==> config.mk <==
export PLATFORM = sky130hd
export DESIGN_NAME = cvst_irq
export DESIGN_NICKNAME = d
export VERILOG_FILES = /design/src/rtl/cvst_pkg.sv /design/src/rtl/cvst_rst_qual.sv /design/src/rtl/cvst_pair.sv /design/src/rtl/cvst_status.sv /design/src/rtl/cvst_irq.sv
export SDC_FILE = /design/constraint.sdc
export NUM_CORES = 1
export LEC_CHECK = 0
export BUFFER_PORTS_ARGS = -buffer_cell sky130_fd_sc_hd__clkbuf_2
export CAP_MARGIN = 20
export CORE_MARGIN = 2
export CORE_UTILIZATION = 30
export DETAILED_ROUTE_END_ITERATION = 10
export PLACE_DENSITY = 0.46
export SLEW_MARGIN = 10
export SYNTH_ARGS = -nofsm -noshare
export SYNTH_HDL_FRONTEND = slang
export SYNTH_HIERARCHICAL = 1
export SYNTH_SLANG_ARGS = --single-unit
==> constraint.sdc <==
create_clock -name clk_i -period 2.3 [get_ports clk_i]
set_clock_uncertainty 0.1 [all_clocks]
set_input_delay 0.115 -clock clk_i [delete_from_list [all_inputs] [get_ports clk_i]]
set_output_delay 0.115 -clock clk_i [all_outputs]
set_load 0.02 [all_outputs]
==> src/rtl/cvst_pkg.sv <==
package cvst_pkg;

    typedef enum logic [1:0] {
        PAIR_IDLE,
        PAIR_CONV,
        PAIR_PDOWN
    } pair_st_t;

    typedef enum logic [2:0] {
        ST_IDLE,
        ST_BUSY,
        ST_SEQGAP,
        ST_WAIT,
        ST_INT
    } stat_st_t;

endpackage

==> src/rtl/cvst_rst_qual.sv <==
module cvst_rst_qual #(
    parameter int RST_MIN = 4
) (
    input  logic clk_i,
    input  logic rst_i,
    output logic srst_o
);

    localparam int CW = (RST_MIN > 2) ? $clog2(RST_MIN) : 1;
    localparam logic [CW-1:0] LAST = CW'(RST_MIN - 1);

    logic [CW-1:0] cnt_q = '0;

    // consecutive high edges, saturating one short of the limit
    always_ff @(posedge clk_i) begin
        if (!rst_i) begin
            cnt_q <= '0;
        end else if (cnt_q != LAST) begin
            cnt_q <= cnt_q + CW'(1);
        end
    end

    assign srst_o = rst_i && (cnt_q == LAST);

    // a qualified reset is always preceded by a high request
    p_rst_width_r9: assert property (@(posedge clk_i) disable iff (!rst_i)
        srst_o |-> $past(rst_i));

endmodule

==> src/rtl/cvst_pair.sv <==
module cvst_pair
    import cvst_pkg::*;
#(
    parameter int CONV_CYC = 16
) (
    input  logic clk_i,
    input  logic srst_i,
    input  logic trig_i,
    input  logic lvl_i,
    input  logic fall_chk_i,
    output logic conv_nxt_o,
    output logic done_o,
    output logic pdown_o
);

    localparam int CW = (CONV_CYC > 2) ? $clog2(CONV_CYC) : 1;
    localparam logic [CW-1:0] LAST = CW'(CONV_CYC - 1);

    pair_st_t      state_q, state_d;
    logic [CW-1:0] cnt_q;
    logic          abort;
    logic          at_end;
    logic          conv;

    assign abort  = fall_chk_i && !lvl_i;
    assign at_end = (cnt_q == LAST);

    always_comb begin
        state_d = state_q;
        unique case (state_q)
            PAIR_IDLE:  if (trig_i) state_d = PAIR_CONV;
            PAIR_CONV: begin
                if (abort)       state_d = PAIR_PDOWN;
                else if (at_end) state_d = PAIR_IDLE;
            end
            PAIR_PDOWN: if (trig_i) state_d = PAIR_CONV;
            default:    state_d = PAIR_IDLE;
        endcase
    end

    always_ff @(posedge clk_i) begin
        if (srst_i) begin
            state_q <= PAIR_IDLE;
            cnt_q   <= '0;
        end else begin
            state_q <= state_d;
            if (state_q != PAIR_CONV) begin
                cnt_q <= '0;
            end else begin
                cnt_q <= cnt_q + CW'(1);
            end
        end
    end

    always_comb begin
        conv       = (state_q == PAIR_CONV);
        conv_nxt_o = (state_d == PAIR_CONV);
        done_o     = conv && at_end && !abort;
        pdown_o    = (state_q == PAIR_PDOWN);
    end

    // power-down is only ever entered from an active conversion
    p_pdown_from_conv_r7: assert property (@(posedge clk_i) disable iff (srst_i)
        $rose(pdown_o) |-> $past(conv));

    // a trigger during an unfinished conversion keeps it running
    p_retrig_ignored_r8: assert property (@(posedge clk_i) disable iff (srst_i)
        (conv && trig_i && !at_end && !abort) |=> conv);

endmodule

==> src/rtl/cvst_status.sv <==
module cvst_status
    import cvst_pkg::*;
#(
    parameter int NUM_PAIRS = 3
) (
    input  logic                 clk_i,
    input  logic                 srst_i,
    input  logic                 cfg_seq_i,
    input  logic                 cfg_int_i,
    input  logic                 cfg_pol_i,
    input  logic                 rd_i,
    input  logic [NUM_PAIRS-1:0] conv_nxt_i,
    input  logic [NUM_PAIRS-1:0] done_i,
    output logic                 irq_o
);

    stat_st_t state_q, state_d;
    logic     any_nxt;
    logic     any_done;
    stat_st_t run_st;
    logic     raw;

    assign any_nxt  = |conv_nxt_i;
    assign any_done = |done_i;
    assign run_st   = cfg_int_i ? ST_WAIT : ST_BUSY;

    always_comb begin
        state_d = state_q;
        unique case (state_q)
            ST_IDLE: if (any_nxt) state_d = run_st;
            ST_BUSY: begin
                if (cfg_seq_i && any_done) state_d = ST_SEQGAP;
                else if (!any_nxt)         state_d = ST_IDLE;
            end
            ST_SEQGAP: state_d = any_nxt ? run_st : ST_IDLE;
            ST_WAIT: begin
                if (!any_nxt) state_d = any_done ? ST_INT : ST_IDLE;
            end
            ST_INT: begin
                if (rd_i) state_d = any_nxt ? ST_WAIT : ST_IDLE;
            end
            default: state_d = ST_IDLE;
        endcase
    end

    always_ff @(posedge clk_i) begin
        if (srst_i) begin
            state_q <= ST_IDLE;
        end else begin
            state_q <= state_d;
        end
    end

    always_comb begin
        raw   = (state_q == ST_BUSY) || (state_q == ST_INT);
        irq_o = raw ^ cfg_pol_i;
    end

    // the completion notch lasts a single cycle
    p_seqgap_one_r2: assert property (@(posedge clk_i) disable iff (srst_i)
        (state_q == ST_SEQGAP) |=> (state_q != ST_SEQGAP));

    // the interrupt holds until a read strobe is seen
    p_int_hold_r3: assert property (@(posedge clk_i) disable iff (srst_i)
        (state_q == ST_INT && !rd_i) |=> (state_q == ST_INT));

endmodule

==> src/rtl/cvst_irq.sv <==
module cvst_irq #(
    parameter int NUM_PAIRS = 3,
    parameter int CONV_CYC  = 16,
    parameter int RST_MIN   = 4
) (
    input  logic                 clk_i,
    input  logic                 rst_i,
    input  logic [NUM_PAIRS-1:0] start_i,
    input  logic                 rd_i,
    input  logic                 cfg_sw_i,
    input  logic                 cfg_seq_i,
    input  logic                 cfg_int_i,
    input  logic                 cfg_pol_i,
    output logic                 busy_int_o,
    output logic [NUM_PAIRS-1:0] pdown_o
);

    logic                 srst;
    logic [NUM_PAIRS-1:0] start_q;
    logic [NUM_PAIRS-1:0] rise;
    logic [NUM_PAIRS-1:0] trig;
    logic [NUM_PAIRS-1:0] conv_nxt;
    logic [NUM_PAIRS-1:0] done;
    logic                 gang;

    cvst_rst_qual #(.RST_MIN(RST_MIN)) rq_i (
        .clk_i  (clk_i),
        .rst_i  (rst_i),
        .srst_o (srst)
    );

    always_ff @(posedge clk_i) begin
        if (srst) begin
            start_q <= '0;
        end else begin
            start_q <= start_i;
        end
    end

    assign rise = start_i & ~start_q;
    assign gang = cfg_sw_i && !cfg_seq_i;

    for (genvar g = 0; g < NUM_PAIRS; g++) begin : g_pair
        if (g == 0) begin : g_lead
            assign trig[g] = rise[0];
        end else begin : g_follow
            assign trig[g] = gang ? rise[0] : rise[g];
        end

        cvst_pair #(.CONV_CYC(CONV_CYC)) pair_i (
            .clk_i      (clk_i),
            .srst_i     (srst),
            .trig_i     (trig[g]),
            .lvl_i      (start_i[g]),
            .fall_chk_i (!cfg_sw_i),
            .conv_nxt_o (conv_nxt[g]),
            .done_o     (done[g]),
            .pdown_o    (pdown_o[g])
        );
    end

    cvst_status #(.NUM_PAIRS(NUM_PAIRS)) stat_i (
        .clk_i      (clk_i),
        .srst_i     (srst),
        .cfg_seq_i  (cfg_seq_i),
        .cfg_int_i  (cfg_int_i),
        .cfg_pol_i  (cfg_pol_i),
        .rd_i       (rd_i),
        .conv_nxt_i (conv_nxt),
        .done_i     (done),
        .irq_o      (busy_int_o)
    );

endmodule

# Word-level counts from Yosys, hierarchy flattened
# Index checks and enable logic that the tools add are counted.
[totals] out_inout_bits=4 wordCells=99 regBits=26
[classes] bitwise_logic=3 add_sub_neg=4 mux=24 eq_ne=25 n_reduce_logical=34
[op_table] cell="$mux 2" count=11
[op_table] cell="$mux 3" count=7
[op_table] cell="$pmux 3 s5" count=1
[op_table] cell="$add 4x1->4 const B" count=3
[op_table] cell="$eq 2x1->1 const B" count=6
[op_table] cell="$eq 4x4->1 const B" count=3
[op_table] cell="$logic_and 1x1->1" count=12
[op_table] cell="$pmux 2 s2" count=3
[op_table] cell="$reduce_or 2->1" count=6
[op_table] cell="$eq 2x2->1 const B" count=4
[op_table] cell="$logic_not 1->1" count=8
[op_table] cell="$ne 2x1->1 const B" count=4
[op_table] cell="$eq 3x2->1 const B" count=2
[op_table] cell="$logic_not 2->1" count=3
[op_table] cell="$ne 2x2->1 const B" count=3
[op_table] cell="$reduce_or 3->1" count=2
[op_table] cell="$reduce_and 4->1" count=1
[op_table] cell="$and 3x3->3" count=1
[op_table] cell="$eq 3x1->1 const B" count=1
[op_table] cell="$eq 3x3->1 const B" count=1
[op_table] cell="$logic_not 3->1" count=1
[op_table] cell="$ne 3x3->1 const B" count=1
[op_table] cell="$not 3->3" count=1
[op_table] cell="$add 2x1->2 const B" count=1
[op_table] cell="3 further kinds" count=4

# Longest topological paths before layout
# Gate-level depths: netlist of the first run.
[depth] word_depth=10 ltp_mapped=7 mapped_depth_nobuf=7

# By module
# The synthesis of the first run kept the hierarchy.
[modules_own_cells] mod="cvst_pair" seq_area_each_um2=120.1 cells_each=30 area_per_inst_um2=270.3 n_inst=3
[modules_own_cells] mod="cvst_status" seq_area_each_um2=60.1 cells_each=27 area_per_inst_um2=252.7 n_inst=1
[modules_own_cells] mod="cvst_irq" seq_area_each_um2=60.1 cells_each=14 area_per_inst_um2=128.9 n_inst=1
[modules_own_cells] mod="cvst_rst_qual" seq_area_each_um2=40.0 cells_each=8 area_per_inst_um2=91.3 n_inst=1

# Worst setup path after synthesis of the first run
# Ideal clock, no wire load.
[synth_timing] path_type="reg-to-reg" from="register g_pair[1].pair_i.cnt_q[0]" to="register stat_i.state_q[1]" n_path_buf=0 t_required_ps=2063 t_arrival_ps=1520 slack_ps=544 setup_ps=137 stages_incl_launch_ff=8 cell_sequence="dfxtp_1 ha_1 nand3_1 nand3_2 nand2_1 or3_1 o41ai_1 a2111oi_2"
[synth_via] elab_chain_cells=9 elab_cells_between_ends=19
[synth_lines] element="start, declared" line_no="cvst_pair.sv:20" text="logic [CW-1:0] cnt_q;"
[synth_lines] element="start signal, assigned" line_no="cvst_pair.sv:50" text="cnt_q <= cnt_q + CW'(1);"
[synth_lines] element="$eq 4x4->1 (*)" line_no="cvst_pair.sv:26" text="assign at_end = (cnt_q == LAST);"
[synth_lines] element="$mux 2 (*)" line_no="cvst_pair.sv:34" text="else if (at_end) state_d = PAIR_IDLE;"
[synth_lines] element="$mux 2 (*)" line_no="cvst_pair.sv:33" text="if (abort) state_d = PAIR_PDOWN;"
[synth_lines] element="$pmux 2 s2 (*)" line_no="cvst_pair.sv:30" text="unique case (state_q)"
[synth_lines] element="$eq 2x1->1 (*)" line_no="cvst_pair.sv:57" text="conv_nxt_o = (state_d == PAIR_CONV);"
[synth_lines] element="via conv_nxt[1]" line_no="cvst_irq.sv:22" text="logic [NUM_PAIRS-1:0] conv_nxt;"
[synth_lines] element="$reduce_or 3->1 (*)" line_no="cvst_status.sv:23" text="assign any_nxt = |conv_nxt_i;"
[synth_lines] element="$mux 2" line_no="cvst_status.sv:40" text="if (rd_i) state_d = any_nxt ? ST_WAIT : ST_IDLE;"
[synth_lines] element="$mux 3" line_no="cvst_status.sv:40"
[synth_lines] element="$pmux 3 s5" line_no="cvst_status.sv:29" text="unique case (state_q)"
[synth_lines] element="end signal, assigned" line_no="cvst_status.sv:50" text="state_q <= state_d;"
[synth_lines] element="end, declared" line_no="cvst_status.sv:17" text="stat_st_t state_q, state_d;"
# Mark *: on every way through the listed nets, which the timed path passes. The rest lies on a longest branch. The select of a mux whose other input is x is not followed.
# A chain may end at the register's enable or synchronous reset.

# Worst setup path after layout of the first run
[layout_timing] from="register g_pair[2].pair_i.cnt_q[0]" to="register stat_i.state_q[1]"
[layout_via] elab_cells_between_ends=19
[layout_lines] element="start, declared" line_no="cvst_pair.sv:20"
[layout_lines] element="start signal, assigned" line_no="cvst_pair.sv:50"
[layout_lines] element="$eq 4x4->1 (*)" line_no="cvst_pair.sv:26"
[layout_lines] element="$logic_and 1x1->1 (*) (2 in series)" line_no="cvst_pair.sv:58" text="done_o = conv && at_end && !abort;"
[layout_lines] element="via done[2]" line_no="cvst_irq.sv:23" text="logic [NUM_PAIRS-1:0] done;"
[layout_lines] element="$reduce_or 3->1 (*)" line_no="cvst_status.sv:24" text="assign any_done = |done_i;"
[layout_lines] element="$logic_and 1x1->1 (*)" line_no="cvst_status.sv:32" text="if (cfg_seq_i && any_done) state_d = ST_SEQGAP;"
[layout_lines] element="$mux 3 or $ne 3x3->1 (tied branches)"
[layout_lines] element="$pmux 3 s5 or $reduce_and 4->1 (tied branches)"
# Marked as above.

==> results.rst, run 1 <==
.. list-table::
   :header-rows: 1

   * - Metric
     - Value
   * - Largest net degree at the start of global routing
     - 16
   * - Number of synthesized register bits
     - 26
   * - DIE HEIGHT
     - 69.4 um
   * - Number of cell rows
     - 23
   * - Fraction of power consumed by the clock network
     - 0.191
   * - Launching element type of the critical path
     - register
   * - Final TNS setup
     - 0 ns
   * - Net switching share of the total power
     - 0.342
   * - Global-route total usage across every layer
     - 0.0996
   * - Sequential cell area
     - 520 um^2
   * - Worst path arrival time
     - 1.98 ns
   * - Final Cycle Share
     - 0.834
   * - Number of antenna cells inserted
     - 0
   * - Per-cell via count in the routed design
     - 4.56
   * - Worst Hold Margin
     - 0.0127 ns
   * - Max-slew violation count
     - 0
   * - Clock latency reported for the late side of the worst-skew pair
     - 0.26 ns
   * - Sequential group share of total power
     - 0.442
   * - IO Pins
     - 14
   * - Full die area
     - 4820 um^2
   * - Count of final setup violators
     - 0
   * - Worst setup path category
     - register to register
   * - Synthesized Nets
     - 153
   * - Number of antenna violations at the first check in global routing
     - 0
   * - Vias in the first global route
     - 942
   * - Maximum level of the CTS H-tree
     - 1
   * - Number of hold violations in the final report
     - 0
   * - Ys Warns
     - 6
   * - Worst endpoint required time
     - 2.36 ns
   * - Clock tree buffer depth
     - 2
   * - Hpwl dp
     - 1.74 mm
   * - Startpoint of the most critical setup path
     - g_pair[2].pair_i/cnt_q[0]
   * - Total congestion overflow
     - 0
   * - TritonCTS clock tree
     - done
   * - Area of the multi-input gates
     - 706 um^2
   * - Power per cell area
     - 1030 nW/um^2
   * - Cells on worst reg2reg path
     - 6
   * - Final GP Congestion
     - 0.705
   * - Worst Path Max Fanout
     - 3
   * - Startpoint of the most critical register-to-register path
     - g_pair[2].pair_i/cnt_q[0]
   * - Starting density of the core
     - 0.316
   * - Tightest Pin Transition
     - 0.402 ns
   * - Register area share after synthesis
     - 0.405
   * - Number of sinks driven by the clock tree
     - 26
   * - Setup repair after global routing missed its margin
     - no
   * - Filler cell count in the final layout
     - 412
   * - Max-cap violation count
     - 0
   * - Final wirelength
     - 2.22 mm
   * - Combinational Power Share
     - 0.367
   * - Yosys cell types
     - 36
   * - LEAKAGE
     - 0.611 nW
   * - Input/output buffers
     - 13
   * - Worst hold-check path type
     - input pin to register
   * - Hold path depth
     - 2
   * - Launch instance of the worst min-delay path
     - start_i[2]
   * - Clock transition at path regs
     - 0.09 ns
   * - Worst-case vdd ir drop
     - 398 uV
   * - Hold buffers post-CTS
     - 1
   * - Routed length per placed instance
     - 10.8 um
   * - Switching power of the nets
     - 514 uW
   * - Cell count after synthesis
     - 139
   * - TritonRoute pass-1 iters
     - 2
   * - Average size of a mapped cell
     - 9.24 um^2
   * - DR iter-0 viols
     - 16
   * - Die outline width
     - 69.4 um
   * - Relative slew slack
     - 0.730
   * - Clock period minus worst slack
     - 1.92 ns
   * - Post CTS Setup Buffer Count
     - 0
   * - Internal power summed over all cells
     - 989 uW
   * - Net total in the final layout
     - 170
   * - CP Capture Type
     - register
   * - Antenna Violating Nets Remaining
     - 0
   * - Highest clock frequency the design can meet
     - 521 MHz
   * - Global-route wire length before repair
     - 3.97 mm
   * - Vias
     - 934
   * - Post-CTS Resized
     - 0
   * - Layout overhead on the synthesized area
     - 13.7%
   * - Run status
     - finished clean
   * - Share of layout cells above drive strength 1
     - 0.219
   * - Clock buffer count from CTS
     - 3
   * - Placeable Area
     - 4060 um^2
   * - Cell at the root of the clock tree
     - sky130_fd_sc_hd__clkbuf_8
   * - DRC violation count after routing
     - 0
   * - Total standard cell area after synthesis
     - 1280 um^2
worst paths after layout:
path | to | slack [ns]
worst max-delay path | stat_i/state_q[1] | 0.38
worst max register to register | stat_i/state_q[1] | 0.38
worst min register to register | g_pair[2].pair_i/cnt_q[0] | 0.35
worst min-delay path | start_q[2] | 0.01
critical path, cell delays in order (launching register included):
cell and delay, ns:
sky130_fd_sc_hd__dfxtp_1 0.36, sky130_fd_sc_hd__ha_1 0.19, sky130_fd_sc_hd__nand3_1 0.12, sky130_fd_sc_hd__nor2_1 0.20, sky130_fd_sc_hd__o31ai_1 0.13, sky130_fd_sc_hd__a221o_1 0.33, sky130_fd_sc_hd__a2111oi_2 0.37
cells by family (layout without fill, tap and decap cells):
logic type               Yosys count  after routing  synth area share
adder cells (fa/ha/maj)            4              4            0.0390
AO/OA/AOI/OAI                     18             18             0.116
flip-flops                        26             26             0.405
AND/OR/NAND/NOR                   68             68             0.326
multiplexers                       1              1           0.00780
buffers and inverters             13             29            0.0448
XOR/XNOR                           9              9            0.0614
synthesized netlist by cell type:
| cell type | instances | area share |
|---|---|---|
| sky130_fd_sc_hd__and2_1 | 1 | 0.0049 |
| sky130_fd_sc_hd__xor2_1 | 4 | 0.027 |
| sky130_fd_sc_hd__a221o_1 | 1 | 0.0078 |
| sky130_fd_sc_hd__o21bai_1 | 2 | 0.012 |
| sky130_fd_sc_hd__inv_1 | 11 | 0.032 |
| sky130_fd_sc_hd__nand2_1 | 7 | 0.020 |
| sky130_fd_sc_hd__nor2b_4 | 4 | 0.043 |
| sky130_fd_sc_hd__o311ai_0 | 1 | 0.0068 |
| sky130_fd_sc_hd__or3_1 | 1 | 0.0049 |
| sky130_fd_sc_hd__nand2b_1 | 8 | 0.039 |
| sky130_fd_sc_hd__nand2b_2 | 3 | 0.020 |
| sky130_fd_sc_hd__nand3_1 | 7 | 0.027 |
| sky130_fd_sc_hd__and3b_2 | 1 | 0.0078 |
| sky130_fd_sc_hd__and4b_2 | 1 | 0.0088 |
| sky130_fd_sc_hd__a21boi_0 | 1 | 0.0059 |
| sky130_fd_sc_hd__or4b_1 | 1 | 0.0078 |
| sky130_fd_sc_hd__nor2b_1 | 9 | 0.044 |
| sky130_fd_sc_hd__buf_6 | 1 | 0.0088 |
| sky130_fd_sc_hd__a2111oi_0 | 1 | 0.0068 |
| sky130_fd_sc_hd__a2111oi_2 | 1 | 0.012 |
| sky130_fd_sc_hd__o41ai_1 | 1 | 0.0068 |
| sky130_fd_sc_hd__buf_2 | 1 | 0.0039 |
| sky130_fd_sc_hd__nor2_1 | 19 | 0.056 |
| sky130_fd_sc_hd__dfxtp_1 | 26 | 0.41 |
| sky130_fd_sc_hd__nor3_1 | 1 | 0.0039 |
| sky130_fd_sc_hd__a32oi_1 | 3 | 0.020 |
| sky130_fd_sc_hd__o31ai_1 | 1 | 0.0059 |
| sky130_fd_sc_hd__ha_1 | 4 | 0.039 |
| sky130_fd_sc_hd__a21oi_2 | 3 | 0.020 |
| sky130_fd_sc_hd__xnor2_1 | 5 | 0.034 |
| sky130_fd_sc_hd__nand3_2 | 3 | 0.023 |
| sky130_fd_sc_hd__a21oi_1 | 1 | 0.0039 |
| sky130_fd_sc_hd__mux2i_1 | 1 | 0.0078 |
| sky130_fd_sc_hd__and2_2 | 1 | 0.0059 |
| sky130_fd_sc_hd__nand4bb_1 | 1 | 0.0088 |
| sky130_fd_sc_hd__o21ai_1 | 2 | 0.0078 |
metal layers:
layer / track usage / wire [um] / up-vias
met5: 0 / 0 / -
met4: 0.0392 / 21 / 0
met3: 0.0203 / 66 / 2
met2: 0.156 / 994 / 11
met1: 0.134 / 1140 / 421
li1: - / - / 500
placed cells by master, fill, tap and decap left out, drive strengths merged, types with 5 or more instances in the layout:
cell | synthesis | routed
dfxtp | 26 | 26
nor2 | 19 | 19
clkbuf | 0 | 17
nor2b | 13 | 13
inv | 11 | 11
nand2b | 11 | 11
nand3 | 10 | 10
nand2 | 7 | 7
xnor2 | 5 | 5
state kept, by name, indices dropped and copies added (netlist names):
| register | flops |
|---|---|
| g_pair.pair_i/state_q | 6 |
| rq_i/cnt_q | 2 |
| start_q | 3 |
| stat_i/state_q | 3 |
| g_pair.pair_i/cnt_q | 12 |
power by group through the flow:
stage	clock (mW)	combinational, mW	sequential (mW)
2_1_floorplan	0	0.481	0.645
3_3_place_gp	0	0.544	0.670
3_5_place_dp	0	0.556	0.675
4_1_cts	0.306	0.560	0.665
5_1_grt	0.325	0.625	0.680
6_report	0.287	0.551	0.664
area by class of cell:
cell class,instances,area share
well taps,50,0.0428
repair buffers,14,0.0514
inverters,11,0.0283
clock buffers,4,0.0377
flip-flops and latches,26,0.356
multi-input cells,100,0.483
metrics by stage:
stage               cells  power, mW  setup slack [ns]  instance area, um^2  utilization
finish                205       1.50             0.381                 1460        0.360
global route          205       1.63             0.206                 1460        0.360
CTS                   205       1.53             0.376                 1460        0.360
detailed placement    200       1.23             0.401                 1400        0.344
global placement      200       1.21             0.446                 1400        0.344
floorplan             139       1.13             0.544                 1280            -
Power figures use the tool's default switching activity.
==> inputs of run 2 (changes only) <==
--- a/config.mk
+++ b/config.mk
@@ -5,6 +5,7 @@
 export SDC_FILE = /design/constraint.sdc
 export NUM_CORES = 1
 export LEC_CHECK = 0
+export ABC_AREA = 1
 export BUFFER_PORTS_ARGS = -buffer_cell sky130_fd_sc_hd__clkbuf_2
 export CAP_MARGIN = 20
 export CORE_MARGIN = 2
==> constraint.sdc (replaced) <==
create_clock -name clk_i -period 1.8 [get_ports clk_i]
set_clock_uncertainty 0.1 [all_clocks]
set_input_delay 0.09 -clock clk_i [delete_from_list [all_inputs] [get_ports clk_i]]
set_output_delay 0.09 -clock clk_i [all_outputs]
set_load 0.02 [all_outputs]
==> results.rst, run 2 <==
.. list-table::
   :header-rows: 1

   * - Metric
     - Value
   * - Number of antenna violations at the first check in global routing
     - 0
   * - Leading cell type by number of instances after synthesis
     - sky130_fd_sc_hd__nand2_1
   * - Final Cycle Share
     - 0.933
   * - Full die area
     - 5080 um^2
   * - Clock period minus worst slack
     - 1.68 ns
   * - Number of sinks driven by the clock tree
     - 26
   * - Worst endpoint required time
     - 1.90 ns
   * - DIE HEIGHT
     - 71.3 um
   * - Worst Path Max Fanout
     - 3
   * - Global-route wire length before repair
     - 4.20 mm
   * - Synthesized Nets
     - 208
   * - Clock tree buffer depth
     - 2
   * - TritonRoute pass-1 iters
     - 4
   * - Per-cell via count in the routed design
     - 4.35
   * - Routed length per placed instance
     - 9.33 um
   * - Largest area contributor in the netlist
     - sky130_fd_sc_hd__dfxtp_1
   * - Worst path arrival time
     - 1.78 ns
   * - Count of non-filler cells in the finished layout
     - 272
   * - Yosys cell types
     - 21
   * - TritonCTS clock tree
     - done
   * - Final GP Congestion
     - 0.809
   * - Critical path's slowest cell
     - sky130_fd_sc_hd__dfxtp_1
   * - Layout overhead on the synthesized area
     - 27.2%
   * - Final wirelength
     - 2.54 mm
   * - Family with the most delay on the worst path
     - simple AND/OR/NAND/NOR gates
   * - Highest clock frequency the design can meet
     - 595 MHz
   * - IO Pins
     - 14
   * - Worst hold-check path type
     - input pin to register
   * - Post-synthesis async set-or-reset flop share
     - 0
   * - Highest metal layer used by the detailed router
     - met4
   * - Run status
     - finished clean
   * - Average size of a mapped cell
     - 7.00 um^2
   * - Dominant cells by area after synthesis
     - sky130_fd_sc_hd__dfxtp_1 (38%), sky130_fd_sc_hd__nand2_1 (12%), sky130_fd_sc_hd__inv_1 (10%)
   * - Hpwl dp
     - 1.97 mm
   * - Clock latency reported for the late side of the worst-skew pair
     - 0.27 ns
   * - Antenna Violating Nets Remaining
     - 0
   * - Starting density of the core
     - 0.312
   * - Final Power
     - 2.30 mW
   * - Post-synth top flop
     - sky130_fd_sc_hd__dfxtp_1
   * - Filler cell count in the final layout
     - 443
   * - Most flop-heavy register
     - g_pair.pair_i/cnt_q
   * - Share of the synthesized area in the top cell type
     - 0.383
   * - Met2 WL
     - 1.15 mm
   * - Placeable Area
     - 4350 um^2
   * - Vias in the first global route
     - 1042
   * - Post-synth EDFFs
     - 0
   * - Global-route total usage across every layer
     - 0.103
   * - Max-cap violation count
     - 0
   * - Max-slew violation count
     - 0
   * - Detailed route wirelength on metal3
     - 63 um
   * - Launching element type of the critical path
     - register
   * - Share of layout cells above drive strength 1
     - 0.332
   * - Commonest cells after routing, fill and taps aside
     - sky130_fd_sc_hd__inv_1 (34), sky130_fd_sc_hd__nand2_1 (34), sky130_fd_sc_hd__nor2_1 (30)
   * - Clock transition at path regs
     - 0.09 ns
   * - LEAKAGE
     - 0.800 nW
   * - DR iter-0 viols
     - 37
   * - Cell at the root of the clock tree
     - sky130_fd_sc_hd__clkbuf_8
   * - DRC violation count after routing
     - 0
   * - Die outline width
     - 71.3 um
   * - Leading cell types by count after synthesis
     - sky130_fd_sc_hd__nand2_1 (42), sky130_fd_sc_hd__inv_1 (36), sky130_fd_sc_hd__nor2_1 (30)
   * - CP bufs+invs
     - 1
   * - Register area share after synthesis
     - 0.383
   * - Net total in the final layout
     - 235
   * - Cell count after synthesis
     - 194
   * - CP cell instances
     - ha_4 > nand3_2 > nor3_2 > inv_1 > nand2_2 > nand3_2 > a21oi_2 > nand3_1 > a21oi_1
   * - Worst setup path category
     - register to register
   * - Largest net degree at the start of global routing
     - 15
   * - Clock buffer count from CTS
     - 3
   * - Power per cell area
     - 1330 nW/um^2
   * - Number of synthesized register bits
     - 26
   * - Relative slew slack
     - 0.720
   * - Crit path largest cell delay
     - 0.39 ns
   * - Max FFs per register
     - 12
   * - Maximum level of the CTS H-tree
     - 1
   * - Vias
     - 1182
   * - Number of antenna cells inserted
     - 0
   * - Number of cell rows
     - 24
   * - Largest registers in the final layout
     - g_pair.pair_i/cnt_q x12, g_pair.pair_i/state_q x6
   * - Count of final setup violators
     - 0
   * - Total congestion overflow
     - 0
   * - Total standard cell area after synthesis
     - 1360 um^2
   * - Worst-case vdd ir drop
     - 619 uV
   * - Tightest Pin Transition
     - 0.419 ns
   * - CP dominant cell by count
     - sky130_fd_sc_hd__nand3_2
   * - Ys Warns
     - 6
   * - Wire length on met1
     - 1.29 mm
   * - CP Capture Type
     - register
   * - Number of hold violations in the final report
     - 0
   * - Placed Cells
     - 264
   * - Input/output buffers
     - 13
==> run 2: layout make-up <==
| class | instances | area, um^2 | area share |
|---|---|---|---|
| Sequential cell | 26 | 524 | 0.304 |
| Timing Repair Buffer | 22 | 145 | 0.0841 |
| Multi-Input combinational cell | 129 | 791 | 0.458 |
| Clock buffer | 4 | 55.1 | 0.0319 |
| Tap cell | 52 | 65.1 | 0.0377 |
| Inverter | 39 | 146 | 0.0848 |
==> run 2: what timing repair did <==
| action | 4_1_cts | 5_1_grt |
|---|---|---|
| gates resized for setup | 1 | 28 |
| pin swaps | 0 | 9 |
| hold buffers | 4 | 0 |
| endpoints found under the setup margin | 1 | 3 |
| hold endpoints to repair | 5 | 0 |
| setup buffers | 0 | 1 |
==> run 2: power breakdown <==
group	total [mW]	switching, mW	internal, mW
sequential	0.867	0.125	0.742
combinational	1.06	0.625	0.434
clock	0.378	0.183	0.195
total	2.30	0.932	1.37
==> run 2: worst paths after layout <==
| check | startpoint | endpoint | slack, ns | cells after the start |
|---|---|---|---|---|
| min | cfg_int_i | stat_i/state_q[1] | 0.13 | 5 |
| min reg2reg | g_pair[0].pair_i/cnt_q[3] | g_pair[0].pair_i/cnt_q[3] | 0.41 | 2 |
| max | g_pair[2].pair_i/cnt_q[0] | stat_i/state_q[0] | 0.12 | 9 |
| max reg2reg | g_pair[2].pair_i/cnt_q[0] | stat_i/state_q[0] | 0.12 | 9 |
==> run 2: cell families (layout without fill, tap and decap cells) <==
kind of cell / after synthesis / in the layout / synth area share
xor+xnor: 1 / 1 / 0.00645
fa+ha+maj: 4 / 4 / 0.0369
compound gates: 14 / 14 / 0.0737
flops: 26 / 26 / 0.383
buf+inv: 39 / 65 / 0.108
simple gates: 110 / 110 / 0.392
==> run 2: through the flow <==
stage          instance area, um^2  setup TNS, ns  hold slack [ns]  utilization  worst slack, ns
2_1_floorplan                 1360              0            0.110            -            0.216
3_3_place_gp                  1530              0            0.228        0.350          0.00861
3_5_place_dp                  1530       -0.00897            0.230        0.350         -0.00897
4_1_cts                       1630              0            0.128        0.373          0.00648
5_1_grt                       1730        -0.0210            0.143        0.397          -0.0210
6_report                      1730              0            0.131        0.397            0.120
==> run 2: worst register-to-register path, stage by stage, from the launching register on <==
cell and delay (ns):
sky130_fd_sc_hd__dfxtp_1 0.39, sky130_fd_sc_hd__ha_4 0.17, sky130_fd_sc_hd__nand3_2 0.10, sky130_fd_sc_hd__nor3_2 0.18, sky130_fd_sc_hd__inv_1 0.08, sky130_fd_sc_hd__nand2_2 0.11, sky130_fd_sc_hd__nand3_2 0.09, sky130_fd_sc_hd__a21oi_2 0.18
sky130_fd_sc_hd__nand3_1 0.09, sky130_fd_sc_hd__a21oi_1 0.14
==> run 2: metal layers <==
metal  global-route usage  vias to the layer above
met2                0.165                       13
met1                0.136                      511
met3               0.0225                        4
met4               0.0377                        0
met5                    0                        -
li1                     -                      654
